## src/rtl/mux_bus_pkg.sv

```systemverilog
package mux_bus_pkg;

  typedef enum logic [1:0] {
    RGN_NONE = 2'd0,
    RGN_RAM  = 2'd1,
    RGN_WIN  = 2'd2,
    RGN_ROM  = 2'd3
  } region_e;

  typedef struct packed {
    logic ram;
    logic win;
    logic rom;
  } sel_t;

  function automatic sel_t region_to_sel(input region_e r);
    sel_t s;
    s.ram = (r == RGN_RAM);
    s.win = (r == RGN_WIN);
    s.rom = (r == RGN_ROM);
    return s;
  endfunction

endpackage

```

## src/rtl/mbd_addr_latch.sv

```systemverilog
module mbd_addr_latch #(
  parameter int ADDR_W = 16
) (
  input  logic              clk,
  input  logic              rst,
  input  logic              ale,
  input  logic [ADDR_W-1:0] bus_in,
  output logic [ADDR_W-1:0] addr_q,
  output logic [ADDR_W-1:0] addr_next,
  output logic              seen_next
);

  logic seen_q;

  // Next address: follow the bus under the strobe, otherwise hold.
  assign addr_next = ale ? bus_in : addr_q;
  assign seen_next = seen_q | ale;

  always_ff @(posedge clk) begin
    if (rst) begin
      addr_q <= '0;
      seen_q <= 1'b0;
    end else begin
      addr_q <= addr_next;
      seen_q <= seen_next;
    end
  end

endmodule

```

## src/rtl/mbd_map_decode.sv

```systemverilog
module mbd_map_decode
  import mux_bus_pkg::*;
#(
  parameter int          ADDR_W   = 16,
  parameter int          BANK_W   = 2,
  parameter int          WIN_AW   = 3,
  parameter logic [15:0] WIN_BASE = 16'h1FF8,
  parameter logic [15:0] ROM_BASE = 16'h2000
) (
  input  logic                     clk,
  input  logic                     rst,
  input  logic [ADDR_W-1:0]        addr_next,
  input  logic                     seen_next,
  input  logic [BANK_W-1:0]        bank_sel,
  output logic [ADDR_W+BANK_W-1:0] rom_addr,
  output logic                     ram_ce_n,
  output logic                     rom_ce_n,
  output logic                     win_ce_n,
  output logic                     win_sel
);

  localparam int WIN_SIZE = 1 << WIN_AW;
  localparam logic [ADDR_W:0] WIN_LO = {1'b0, ADDR_W'(WIN_BASE)};
  localparam logic [ADDR_W:0] WIN_HI = WIN_LO + (ADDR_W+1)'(WIN_SIZE);
  localparam logic [ADDR_W:0] ROM_LO = {1'b0, ADDR_W'(ROM_BASE)};

  region_e rgn;
  sel_t    sel;
  logic [ADDR_W:0] a_ext;

  assign a_ext = {1'b0, addr_next};

  always_comb begin
    if (!seen_next)             rgn = RGN_NONE;
    else if (a_ext < WIN_LO)    rgn = RGN_RAM;
    else if (a_ext < WIN_HI)    rgn = RGN_WIN;
    else if (a_ext >= ROM_LO)   rgn = RGN_ROM;
    else                        rgn = RGN_NONE;
  end

  assign sel = region_to_sel(rgn);

  always_ff @(posedge clk) begin
    if (rst) begin
      ram_ce_n <= 1'b1;
      rom_ce_n <= 1'b1;
      win_ce_n <= 1'b1;
      win_sel  <= 1'b0;
      rom_addr <= '0;
    end else begin
      ram_ce_n <= ~sel.ram;
      rom_ce_n <= ~sel.rom;
      win_ce_n <= ~sel.win;
      win_sel  <= sel.win;
      rom_addr <= {bank_sel, addr_next};
    end
  end

endmodule

```

## src/rtl/mbd_reg_window.sv

```systemverilog
module mbd_reg_window #(
  parameter int DATA_W = 8,
  parameter int WIN_AW = 3
) (
  input  logic              clk,
  input  logic              rst,
  input  logic              win_sel,
  input  logic [WIN_AW-1:0] offset,
  input  logic              rd_en,
  input  logic              wr_en,
  input  logic [DATA_W-1:0] wdata,
  input  logic [DATA_W-1:0] cnt_in,
  input  logic [DATA_W-1:0] rx_in,
  input  logic [DATA_W-1:0] stat_in,
  output logic [DATA_W-1:0] dout,
  output logic              dout_oe,
  output logic [DATA_W-1:0] cfg_q,
  output logic [DATA_W-1:0] tx_q
);

  localparam int NREG = 4;
  localparam logic [WIN_AW-1:0] OFF_CFG  = WIN_AW'(0);
  localparam logic [WIN_AW-1:0] OFF_SER  = WIN_AW'(1);
  localparam logic [WIN_AW-1:0] OFF_CNT  = WIN_AW'(2);
  localparam logic [WIN_AW-1:0] OFF_STAT = WIN_AW'(3);

  logic              wr_d;
  logic              wr_rise;
  logic [NREG-1:0]   hit;
  logic [DATA_W-1:0] rd_src [NREG];
  logic [DATA_W-1:0] rd_mux;

  assign wr_rise = wr_en & ~wr_d;

  // One-hot hit per implemented offset; unused offsets leave all bits clear.
  for (genvar i = 0; i < NREG; i++) begin : g_hit
    assign hit[i] = (offset == WIN_AW'(i));
  end

  assign rd_src[0] = cfg_q;
  assign rd_src[1] = rx_in;
  assign rd_src[2] = cnt_in;
  assign rd_src[3] = stat_in;

  always_comb begin
    rd_mux = '0;
    for (int i = 0; i < NREG; i++) begin
      if (hit[i]) rd_mux = rd_src[i];
    end
  end

  always_ff @(posedge clk) begin
    if (rst) begin
      wr_d  <= 1'b0;
      cfg_q <= '0;
      tx_q  <= '0;
    end else begin
      wr_d <= wr_en;
      if (wr_rise && win_sel) begin
        if (offset == OFF_CFG) cfg_q <= wdata;
        if (offset == OFF_SER) tx_q  <= wdata;
      end
    end
  end

  always_ff @(posedge clk) begin
    if (rst) begin
      dout    <= '0;
      dout_oe <= 1'b0;
    end else begin
      dout_oe <= rd_en & win_sel;
      dout    <= (rd_en & win_sel) ? rd_mux : '0;
    end
  end

  // Offsets named for readability of the map; counter and status are read-only.
  logic unused_names;
  assign unused_names = ^{OFF_CNT, OFF_STAT};

endmodule

```

## src/rtl/mux_bus_decoder.sv

```systemverilog
module mux_bus_decoder #(
  parameter int          ADDR_W   = 16,
  parameter int          DATA_W   = 8,
  parameter int          BANK_W   = 2,
  parameter int          WIN_AW   = 3,
  parameter logic [15:0] WIN_BASE = 16'h1FF8,
  parameter logic [15:0] ROM_BASE = 16'h2000
) (
  input  logic                     clk,
  input  logic                     rst,
  input  logic                     ale,
  input  logic [ADDR_W-1:0]        ad_in,
  input  logic                     rd_en,
  input  logic                     wr_en,
  input  logic [BANK_W-1:0]        bank_sel,
  input  logic [DATA_W-1:0]        cnt_in,
  input  logic [DATA_W-1:0]        rx_in,
  input  logic [DATA_W-1:0]        stat_in,
  output logic [ADDR_W-1:0]        mem_addr,
  output logic [ADDR_W+BANK_W-1:0] rom_addr,
  output logic                     ram_ce_n,
  output logic                     rom_ce_n,
  output logic                     win_ce_n,
  output logic [DATA_W-1:0]        dout,
  output logic                     dout_oe,
  output logic [DATA_W-1:0]        cfg_out,
  output logic [DATA_W-1:0]        tx_out
);

  logic [ADDR_W-1:0] addr_next;
  logic              seen_next;
  logic              win_sel;

  mbd_addr_latch #(.ADDR_W(ADDR_W)) u_latch (
    .clk       (clk),
    .rst       (rst),
    .ale       (ale),
    .bus_in    (ad_in),
    .addr_q    (mem_addr),
    .addr_next (addr_next),
    .seen_next (seen_next)
  );

  mbd_map_decode #(
    .ADDR_W   (ADDR_W),
    .BANK_W   (BANK_W),
    .WIN_AW   (WIN_AW),
    .WIN_BASE (WIN_BASE),
    .ROM_BASE (ROM_BASE)
  ) u_dec (
    .clk       (clk),
    .rst       (rst),
    .addr_next (addr_next),
    .seen_next (seen_next),
    .bank_sel  (bank_sel),
    .rom_addr  (rom_addr),
    .ram_ce_n  (ram_ce_n),
    .rom_ce_n  (rom_ce_n),
    .win_ce_n  (win_ce_n),
    .win_sel   (win_sel)
  );

  mbd_reg_window #(.DATA_W(DATA_W), .WIN_AW(WIN_AW)) u_regs (
    .clk     (clk),
    .rst     (rst),
    .win_sel (win_sel),
    .offset  (mem_addr[WIN_AW-1:0]),
    .rd_en   (rd_en),
    .wr_en   (wr_en),
    .wdata   (ad_in[DATA_W-1:0]),
    .cnt_in  (cnt_in),
    .rx_in   (rx_in),
    .stat_in (stat_in),
    .dout    (dout),
    .dout_oe (dout_oe),
    .cfg_q   (cfg_out),
    .tx_q    (tx_out)
  );

endmodule

```

## config.mk

```make
export PLATFORM = sky130hd
export DESIGN_NAME = mux_bus_decoder
export DESIGN_NICKNAME = d
export VERILOG_FILES = /design/src/rtl/mux_bus_pkg.sv /design/src/rtl/mbd_addr_latch.sv /design/src/rtl/mbd_map_decode.sv /design/src/rtl/mbd_reg_window.sv /design/src/rtl/mux_bus_decoder.sv
export SDC_FILE = /design/constraint.sdc
export NUM_CORES = 1
export LEC_CHECK = 0
export ABC_AREA = 1
export BUFFER_PORTS_ARGS = -buffer_cell sky130_fd_sc_hd__buf_2
export CORE_MARGIN = 5
export CORE_UTILIZATION = 54
export CTS_CLUSTER_SIZE = 8
export DETAILED_ROUTE_END_ITERATION = 10
export HOLD_SLACK_MARGIN = 0.08
export PLACE_DENSITY = 0.85
export SLEW_MARGIN = 15
export SYNTH_ARGS = -nofsm -noshare
export SYNTH_HDL_FRONTEND = slang
export SYNTH_HIERARCHICAL = 1
export SYNTH_SLANG_ARGS = --single-unit
```

## constraint.sdc

```tcl
create_clock -name clk -period 2.5 [get_ports clk]
set_clock_uncertainty 0.2 [all_clocks]
set_input_delay 0.375 -clock clk [delete_from_list [all_inputs] [get_ports clk]]
set_output_delay 0.375 -clock clk [all_outputs]
set_load 0.02 [all_outputs]
```

==> impl_summary.log, run 1 <==
INFO  metric top_cells_by_area_synth = sky130_fd_sc_hd__dfxtp_1, sky130_fd_sc_hd__nand2_1, sky130_fd_sc_hd__inv_1
INFO  metric post_synth_num_cell_types = 22
INFO  metric worst_ir_drop_vdd = 394 µV
INFO  metric antenna-diode-count = 0
INFO  metric first_global_vias = 2,661
INFO  metric route.antenna.remaining_nets = 0
INFO  metric worstSetupStartpointType = flop
INFO  metric critical_path.n_buffers_inverters = 1
INFO  metric post_route_cells_drive_above_1_share = 0.359
INFO  metric fin_nets = 565
INFO  metric switching_power = 653 µW
INFO  metric grt.total_usage = 0.214
INFO  metric post_synth_xor_area_fraction = 0
INFO  metric worst_ep_arrival_time = 1300 ps
INFO  metric critical_path_cell_list = buf_2
INFO  metric power.share.switching = 0.266
INFO  metric timing.critical_path.slowest_stage_cell = sky130_fd_sc_hd__dfxtp_1
INFO  metric cellInternalPower = 1800 µW
INFO  metric design_area = 3700 µm²
INFO  metric fmax = 533 MHz
INFO  metric end_kind = output port
INFO  metric tritoncts_num_sinks = 65
INFO  metric tritoncts.num_buffers = 9
INFO  metric synth_sequential_area_ratio = 0.443
INFO  metric min-delay-path-class = in -> reg
INFO  metric yosys_warnings = 6
INFO  metric detail_route.vias_per_cell = 4.62
INFO  metric final_period_minus_worst_setup_slack = 1880 ps
INFO  metric register_bit_total_from_synthesis = 65
INFO  metric syn-cell-area = 2930 µm²
INFO  metric rsz_0062_raised_after_global_routing = no
INFO  metric syn_to_final_growth = 26.1%
INFO  metric dieArea = 7010 µm²
INFO  metric routed_wl = 7220 µm
INFO  metric synthDominantAreaCellType = sky130_fd_sc_hd__dfxtp_1
INFO  metric maximum_number_of_pins_on_one_net_before_global_route_repair = 32
INFO  metric grt-ovfl-total = 0
INFO  metric critPathMaxFanout = 14
INFO  metric slew_violations = 0
INFO  metric mostFrequentLayoutCell = sky130_fd_sc_hd__buf_2
INFO  metric path_class = reg -> out
INFO  metric most-common-layout-cells = sky130_fd_sc_hd__buf_2, sky130_fd_sc_hd__nand2_1, sky130_fd_sc_hd__inv_1, sky130_fd_sc_hd__dfxtp_1, sky130_fd_sc_hd__nor2_1
INFO  metric clock_path_buffers = 2
INFO  metric finalSetupTns = 0 ps
INFO  metric met2WireLength = 3490 µm
INFO  metric initial_core_util = 0.564
INFO  metric avgSynthCellArea = 7.16 µm²
INFO  metric grt_pass1_wl = 12,300 µm
INFO  metric die_height = 83.7 µm
INFO  metric synth-simple-area-share = 0.386
INFO  metric die_x = 83.7 µm
INFO  metric cts-root-buf = sky130_fd_sc_hd__clkbuf_8
INFO  metric synth_top_family_by_area = simple AND/OR/NAND/NOR gates
INFO  metric cp.required = 1920 ps
INFO  metric drt_first_pass_iters = 5
INFO  metric power_density = 664 nW/µm²
INFO  metric ios = 109
INFO  metric placement_rows = 26
INFO  metric post_cts_setup_buffer_count = 0
INFO  metric placeable_core_area = 5200 µm²
INFO  metric drt_drc_violations_left = 0
INFO  metric worst_rel_slew_slack = 0.600
INFO  metric finalPower = 2460 µW
INFO  metric num_vias = 2,742
INFO  metric report.final.hold_viol_count = 0
INFO  metric timing_worst_slew_pin_value = 600 ps
INFO  metric synth_compound_area_frac = 0.0154
INFO  metric clock_insertion_delay_worst_skew = 340 ps
INFO  metric htree_num_levels = 3
INFO  metric p_clk_frac = 0.415
INFO  metric proportion_of_power_drawn_by_combinational_gates = 0.136
INFO  metric top_signal_layer_used = met4
INFO  metric dpl.hpwl = 5160 µm
INFO  metric yosys.area_share.adder = 0
INFO  metric average_routed_wire_per_standard_cell = 12.2 µm
INFO  metric met3RoutedLength = 633 µm
INFO  metric worst_path_largest_cell_delay = 700 ps
INFO  metric detail_route.wirelength.met1 = 2970 µm
INFO  metric standby_leakage_power = 0.00211 µW
INFO  metric cts.reportedPaths.clkPinSlew = 70 ps
INFO  metric synth_cells = 410
INFO  metric cts_tree = yes
INFO  metric run_status = completed
INFO  metric synth_top_area_frac = 0.443
INFO  metric first_iter_violations = 129
INFO  metric final.fill_count = 447
INFO  metric dpl_cell_area = 3440 µm²
INFO  metric max_cap_violations = 0
INFO  metric grt_antenna_before_repair = 0
INFO  metric timing.final.setup_violations = 0
INFO  metric synth_nets = 457
INFO  metric worst_path_dominant_cell_family = flip-flops
INFO  metric globalplace.congestion = 0.823
INFO  metric muxShareOfSynthArea = 0
INFO  metric seq_power_share = 0.449
INFO  metric number_of_input_and_output_port_buffers_inserted = 108
INFO  metric final_min_period_over_clock_period = 0.751
==> cells by family (layout without fill, tap and decap cells) <==
family | count (synthesis) | after routing
and+or+nand+nor | 234 | 234
buffers and inverters | 102 | 215
DFF | 65 | 65
AOI/OAI and AO/OA | 9 | 9
==> routing by layer <==
metal,vias to the layer above,track usage
met3,15,0.0592
met5,-,0
li1,1412,-
met4,0,0.0877
met2,120,0.362
met1,1195,0.254
==> power groups by stage <==
stage / registers [µW] / clock network (µW) / logic, µW
2_1_floorplan: 1170 / 0 / 188
3_3_place_gp: 1120 / 0 / 321
3_5_place_dp: 1130 / 0 / 328
4_1_cts: 1100 / 1030 / 337
5_1_grt: 1110 / 1080 / 374
6_report: 1100 / 1020 / 335
==> repair_timing <==
action | CTS | global route
hold buffers | 3 | 0
hold endpoints to repair | 3 | 0
gates resized for setup | 0 | 0
==> state kept, by name, summed over array words and instances (netlist names) <==
register,cells
u_regs/dout,8
u_dec/rom_addr,18
u_latch/seen_q,1
u_dec/rom_ce_n,1
u_dec/ram_ce_n,1
u_regs/wr_d,1
u_regs/tx_q,8
u_regs/cfg_q,8
u_regs/dout_oe,1
u_latch/addr_q,16
u_dec/win_sel,1
u_dec/win_ce_n,1
==> cells in the mapped netlist (all sizes together) <==
library cell    n
inv            87
dfxtp          65
a21oi           1
nor2           94
o21ai           8
buf            15
nand4           8
nand3          29
nand2         103
==> metrics by stage <==
step	worst slack (ps)	util	instances	hold slack [ps]
after floorplan	1030	-	410	236
after CTS	623	0.711	593	86.4
after detailed placement	644	0.661	574	249
final	622	0.711	593	98.6
after global placement	715	0.661	574	242
after global routing	561	0.711	593	113
==> layout make-up <==
class | count | area, µm² | share of cell area
clock buffers | 11 | 151 | 0.0409
multi-input cells | 243 | 1180 | 0.318
flip-flops and latches | 65 | 1300 | 0.352
clock inverters | 5 | 77.6 | 0.0210
inverters | 87 | 329 | 0.0889
well taps | 70 | 87.6 | 0.0237
repair buffers | 112 | 578 | 0.156
==> path summary, 6_finish.rpt <==
path | end | start | cells after the start | slack [ps]
max reg2reg | u_regs/cfg_q[7] | u_latch/addr_q[0] | 6 | 690
min | u_regs/dout[1] | stat_in[1] | 3 | 100
max | mem_addr[0] | u_latch/addr_q[0] | 1 | 620
min reg2reg | u_latch/seen_q | u_latch/seen_q | 2 | 260
No activity file was read; power rests on OpenSTA's default activity.
==> inputs of run 2 (changes only) <==
--- a/config.mk
+++ b/config.mk
@@ -8,11 +8,11 @@
 export ABC_AREA = 1
 export BUFFER_PORTS_ARGS = -buffer_cell sky130_fd_sc_hd__buf_2
 export CORE_MARGIN = 5
-export CORE_UTILIZATION = 54
+export CORE_UTILIZATION = 45
 export CTS_CLUSTER_SIZE = 8
 export DETAILED_ROUTE_END_ITERATION = 10
 export HOLD_SLACK_MARGIN = 0.08
-export PLACE_DENSITY = 0.85
+export PLACE_DENSITY = 0.76
 export SLEW_MARGIN = 15
 export SYNTH_ARGS = -nofsm -noshare
 export SYNTH_HDL_FRONTEND = slang
==> constraint.sdc (replaced) <==
create_clock -name clk -period 1.65 [get_ports clk]
set_clock_uncertainty 0.2 [all_clocks]
set_input_delay 0.2475 -clock clk [delete_from_list [all_inputs] [get_ports clk]]
set_output_delay 0.2475 -clock clk [all_outputs]
set_load 0.02 [all_outputs]
==> run 2 against run 1 <==
Effect of this change: combinational power increased by 82%; register-to-register slack lost 570 ps; count of clock-buffer cells in the layout fell by 2.
==> impl_summary.log, run 2 (same netlist as run 1, synthesis figures left out) <==
INFO  metric num_vias = 2,894 (was 2,742)
INFO  metric final.fill_count = 530 (was 447)
INFO  metric multi_input_area = 1180 µm² (about the same)
INFO  metric power.share.switching = 0.284 (was 0.266)
INFO  metric htree_num_levels = 3 (unchanged)
INFO  metric minimum_setup_slack_in_the_final_design = 72.2 ps (was 622 ps)
INFO  metric critPathMaxFanout = 12 (was 14)
INFO  metric post_route_cells_drive_above_1_share = 0.344 (was 0.359)
INFO  metric grt.total_usage = 0.196 (was 0.214)
INFO  metric slew_violations = 0 (unchanged)
INFO  metric worst_ep_arrival_time = 1650 ps (was 1300 ps)
INFO  metric placement_rows = 29 (was 26)
INFO  metric rr_startpoint = u_latch/addr_q[2] (was u_latch/addr_q[0])
INFO  metric timing_worst_slew_pin_value = 444 ps (was 600 ps)
INFO  metric standby_leakage_power = 0.00231 µW (was 0.00211 µW)
INFO  metric holdCritStartpoint = ale (was stat_in[1])
INFO  metric layout.area.seq = 1300 µm² (about the same)
INFO  metric tritoncts.num_buffers = 9 (unchanged)
INFO  metric finalPower = 3600 µW (was 2460 µW)
INFO  metric worst_path_largest_cell_delay = 530 ps (was 700 ps)
INFO  metric min-delay-path-class = in -> reg (unchanged)
INFO  metric final_period_minus_worst_setup_slack = 1580 ps
INFO  metric top_register = u_dec/rom_addr (unchanged)
INFO  metric die_height = 90.7 µm (was 83.7 µm)
INFO  metric switching_power = 1020 µW (was 653 µW)
INFO  metric drt_drc_violations_left = 0 (unchanged)
INFO  metric holdPathEnd = u_latch/addr_q[0] (was u_regs/dout[1])
INFO  metric first_global_vias = 2,847 (was 2,661)
INFO  metric cellInternalPower = 2580 µW (was 1800 µW)
INFO  metric syn_to_final_growth = 41.5% (was 26.1%)
INFO  metric routed_wl = 7640 µm (was 7220 µm)
INFO  metric number_of_input_and_output_port_buffers_inserted = 108 (unchanged)
INFO  metric average_routed_wire_per_standard_cell = 11.8 µm (was 12.2 µm)
INFO  metric hold_ws = 92.2 ps (was 98.6 ps)
INFO  metric globalplace.congestion = 0.783 (was 0.823)
INFO  metric max_cap_violations = 0 (unchanged)
INFO  metric grt_antenna_before_repair = 0 (unchanged)
INFO  metric timing.reg2reg.setup_slack = 120 ps (was 690 ps)
INFO  metric dieArea = 8230 µm² (was 7010 µm²)
INFO  metric seq_power_share = 0.461 (was 0.449)
INFO  metric drt_first_pass_iters = 4 (was 5)
INFO  metric cp.required = 1720 ps (was 1920 ps)
INFO  metric route.antenna.remaining_nets = 0 (unchanged)
INFO  metric hold_path_depth = 4 (was 3)
INFO  metric timing.final.setup_violations = 0 (unchanged)
INFO  metric final_core_util = 0.654 (was 0.711)
INFO  metric die_x = 90.7 µm (was 83.7 µm)
INFO  metric worst_rel_slew_slack = 0.703 (was 0.600)
INFO  metric tritoncts_num_sinks = 65 (unchanged)
INFO  metric clock_path_buffers = 2 (unchanged)
INFO  metric grt_pass1_wl = 13,400 µm (was 12,300 µm)
INFO  metric detail_route.vias_per_cell = 4.46 (was 4.62)
INFO  metric cts-root-buf = sky130_fd_sc_hd__clkbuf_8 (unchanged)
INFO  metric placeable_core_area = 6350 µm² (was 5200 µm²)
INFO  metric largest_reg_flops = 18 (unchanged)
INFO  metric mostFrequentLayoutCell = sky130_fd_sc_hd__buf_2 (unchanged)
INFO  metric timing.critical_path.slowest_stage_cell = sky130_fd_sc_hd__dlygate4sd3_1 (was sky130_fd_sc_hd__dfxtp_1)
INFO  metric worst_ir_drop_vdd = 561 µV (was 394 µV)
INFO  metric end_kind = flop (was output port)
INFO  metric grt-ovfl-total = 0 (unchanged)
INFO  metric ios = 109 (unchanged)
INFO  metric antenna-diode-count = 0 (unchanged)
INFO  metric initial_core_util = 0.462 (was 0.564)
INFO  metric run_status = completed (unchanged)
INFO  metric proportion_of_power_drawn_by_combinational_gates = 0.169 (was 0.136)
INFO  metric rr_worst_depth = 4 (was 6)
INFO  metric cts_tree = yes (unchanged)
INFO  metric maximum_number_of_pins_on_one_net_before_global_route_repair = 19 (was 32)
INFO  metric timing.rr.end = u_regs/dout[6] (was u_regs/cfg_q[7])
INFO  metric p_clk_frac = 0.370 (was 0.415)
INFO  metric finalSetupTns = 0 ps (unchanged)
INFO  metric dp_slack = 138 ps (was 644 ps)
INFO  metric clock_insertion_delay_worst_skew = 340 ps (about the same)
INFO  metric power_density = 868 nW/µm² (was 664 nW/µm²)
INFO  metric critical_path_cell_list = dlygate4sd3_1 -> buf_2 -> nor2_2 -> o21ai_1 -> nor2_1 (was buf_2)
INFO  metric report.final.hold_viol_count = 0 (unchanged)
INFO  metric fmax = 634 MHz
INFO  metric cts.reportedPaths.clkPinSlew = 70 ps (about the same)
INFO  metric worstSetupStartpointType = primary input (was flop)
INFO  metric first_iter_violations = 117 (was 129)
INFO  metric final_min_period_over_clock_period = 0.956
INFO  metric most-common-layout-cells = sky130_fd_sc_hd__buf_2, sky130_fd_sc_hd__nand2_1, sky130_fd_sc_hd__inv_1, sky130_fd_sc_hd__dfxtp_1, sky130_fd_sc_hd__nor2_1 (unchanged)
INFO  metric path_class = in -> reg (was reg -> out)
INFO  metric post_cts_setup_buffer_count = 0 (unchanged)
INFO  metric rsz_0062_raised_after_global_routing = no (unchanged)
INFO  metric fin_nets = 614 (was 565)
INFO  metric largest_registers = u_dec/rom_addr: 18 flops, u_latch/addr_q: 16 flops (unchanged)
INFO  metric dpl.hpwl = 5340 µm (was 5160 µm)
run 2: final cells by class:
cell class / instances / area share
Timing Repair Buffer: 161 / 0.253
Clock inverter: 7 / 0.0169
Tap cell: 77 / 0.0232
Clock buffer: 9 / 0.0298
Multi-Input combinational cell: 243 / 0.284
Inverter: 87 / 0.0793
Sequential cell: 65 / 0.314
run 2: worst max-delay path, delay by kind of cell:
family / cells / cell delay [ps]
buffers and inverters: 2 / 740
AND/OR/NAND/NOR: 2 / 490
AO/OA/AOI/OAI: 1 / 160
run 2: how the worst max path moves through the flow:
stage / start / endpoint / slack, ps / cells past startpoint
2_1_floorplan: u_latch/addr_q[1] / u_regs/dout[0] / 180 / 5
3_3_place_gp: ale / u_dec/win_sel / 170 / 11
3_5_place_dp: ale / u_dec/win_ce_n / 140 / 9
4_1_cts: ad_in[0] / u_latch/addr_q[0] / 20 / 7
5_1_grt: u_latch/addr_q[2] / u_regs/dout[6] / 30 / 4
6_report: rst / u_regs/dout[6] / 70 / 5
run 2: power by group through the flow:
stage | registers [µW] | logic (µW) | clock network [µW]
after floorplan | 1770 | 285 | 0
after global placement | 1690 | 519 | 0
after detailed placement | 1700 | 523 | 0
after CTS | 1660 | 612 | 1370
after global routing | 1670 | 677 | 1450
final | 1660 | 610 | 1330
run 2: metal layers:
metal / up-vias / global-route usage / wire length [µm]
met5: - / 0 / 0
met4: 0 / 0.0620 / 80
met3: 10 / 0.0783 / 575
met2: 99 / 0.309 / 3670
met1: 1272 / 0.244 / 3310
li1: 1513 / - / -
run 2: stage by stage:
step           cells  area, µm²
6_report         649       4150
5_1_grt          649       4150
3_5_place_dp     588       3500
4_1_cts          650       4160
3_3_place_gp     588       3500
2_1_floorplan    410       2930
run 2: timing repair:
item	CTS	global route
hold buffers	46	0
hold endpoints to repair	47	0
gates resized for setup	0	2
setup endpoints to repair	0	3
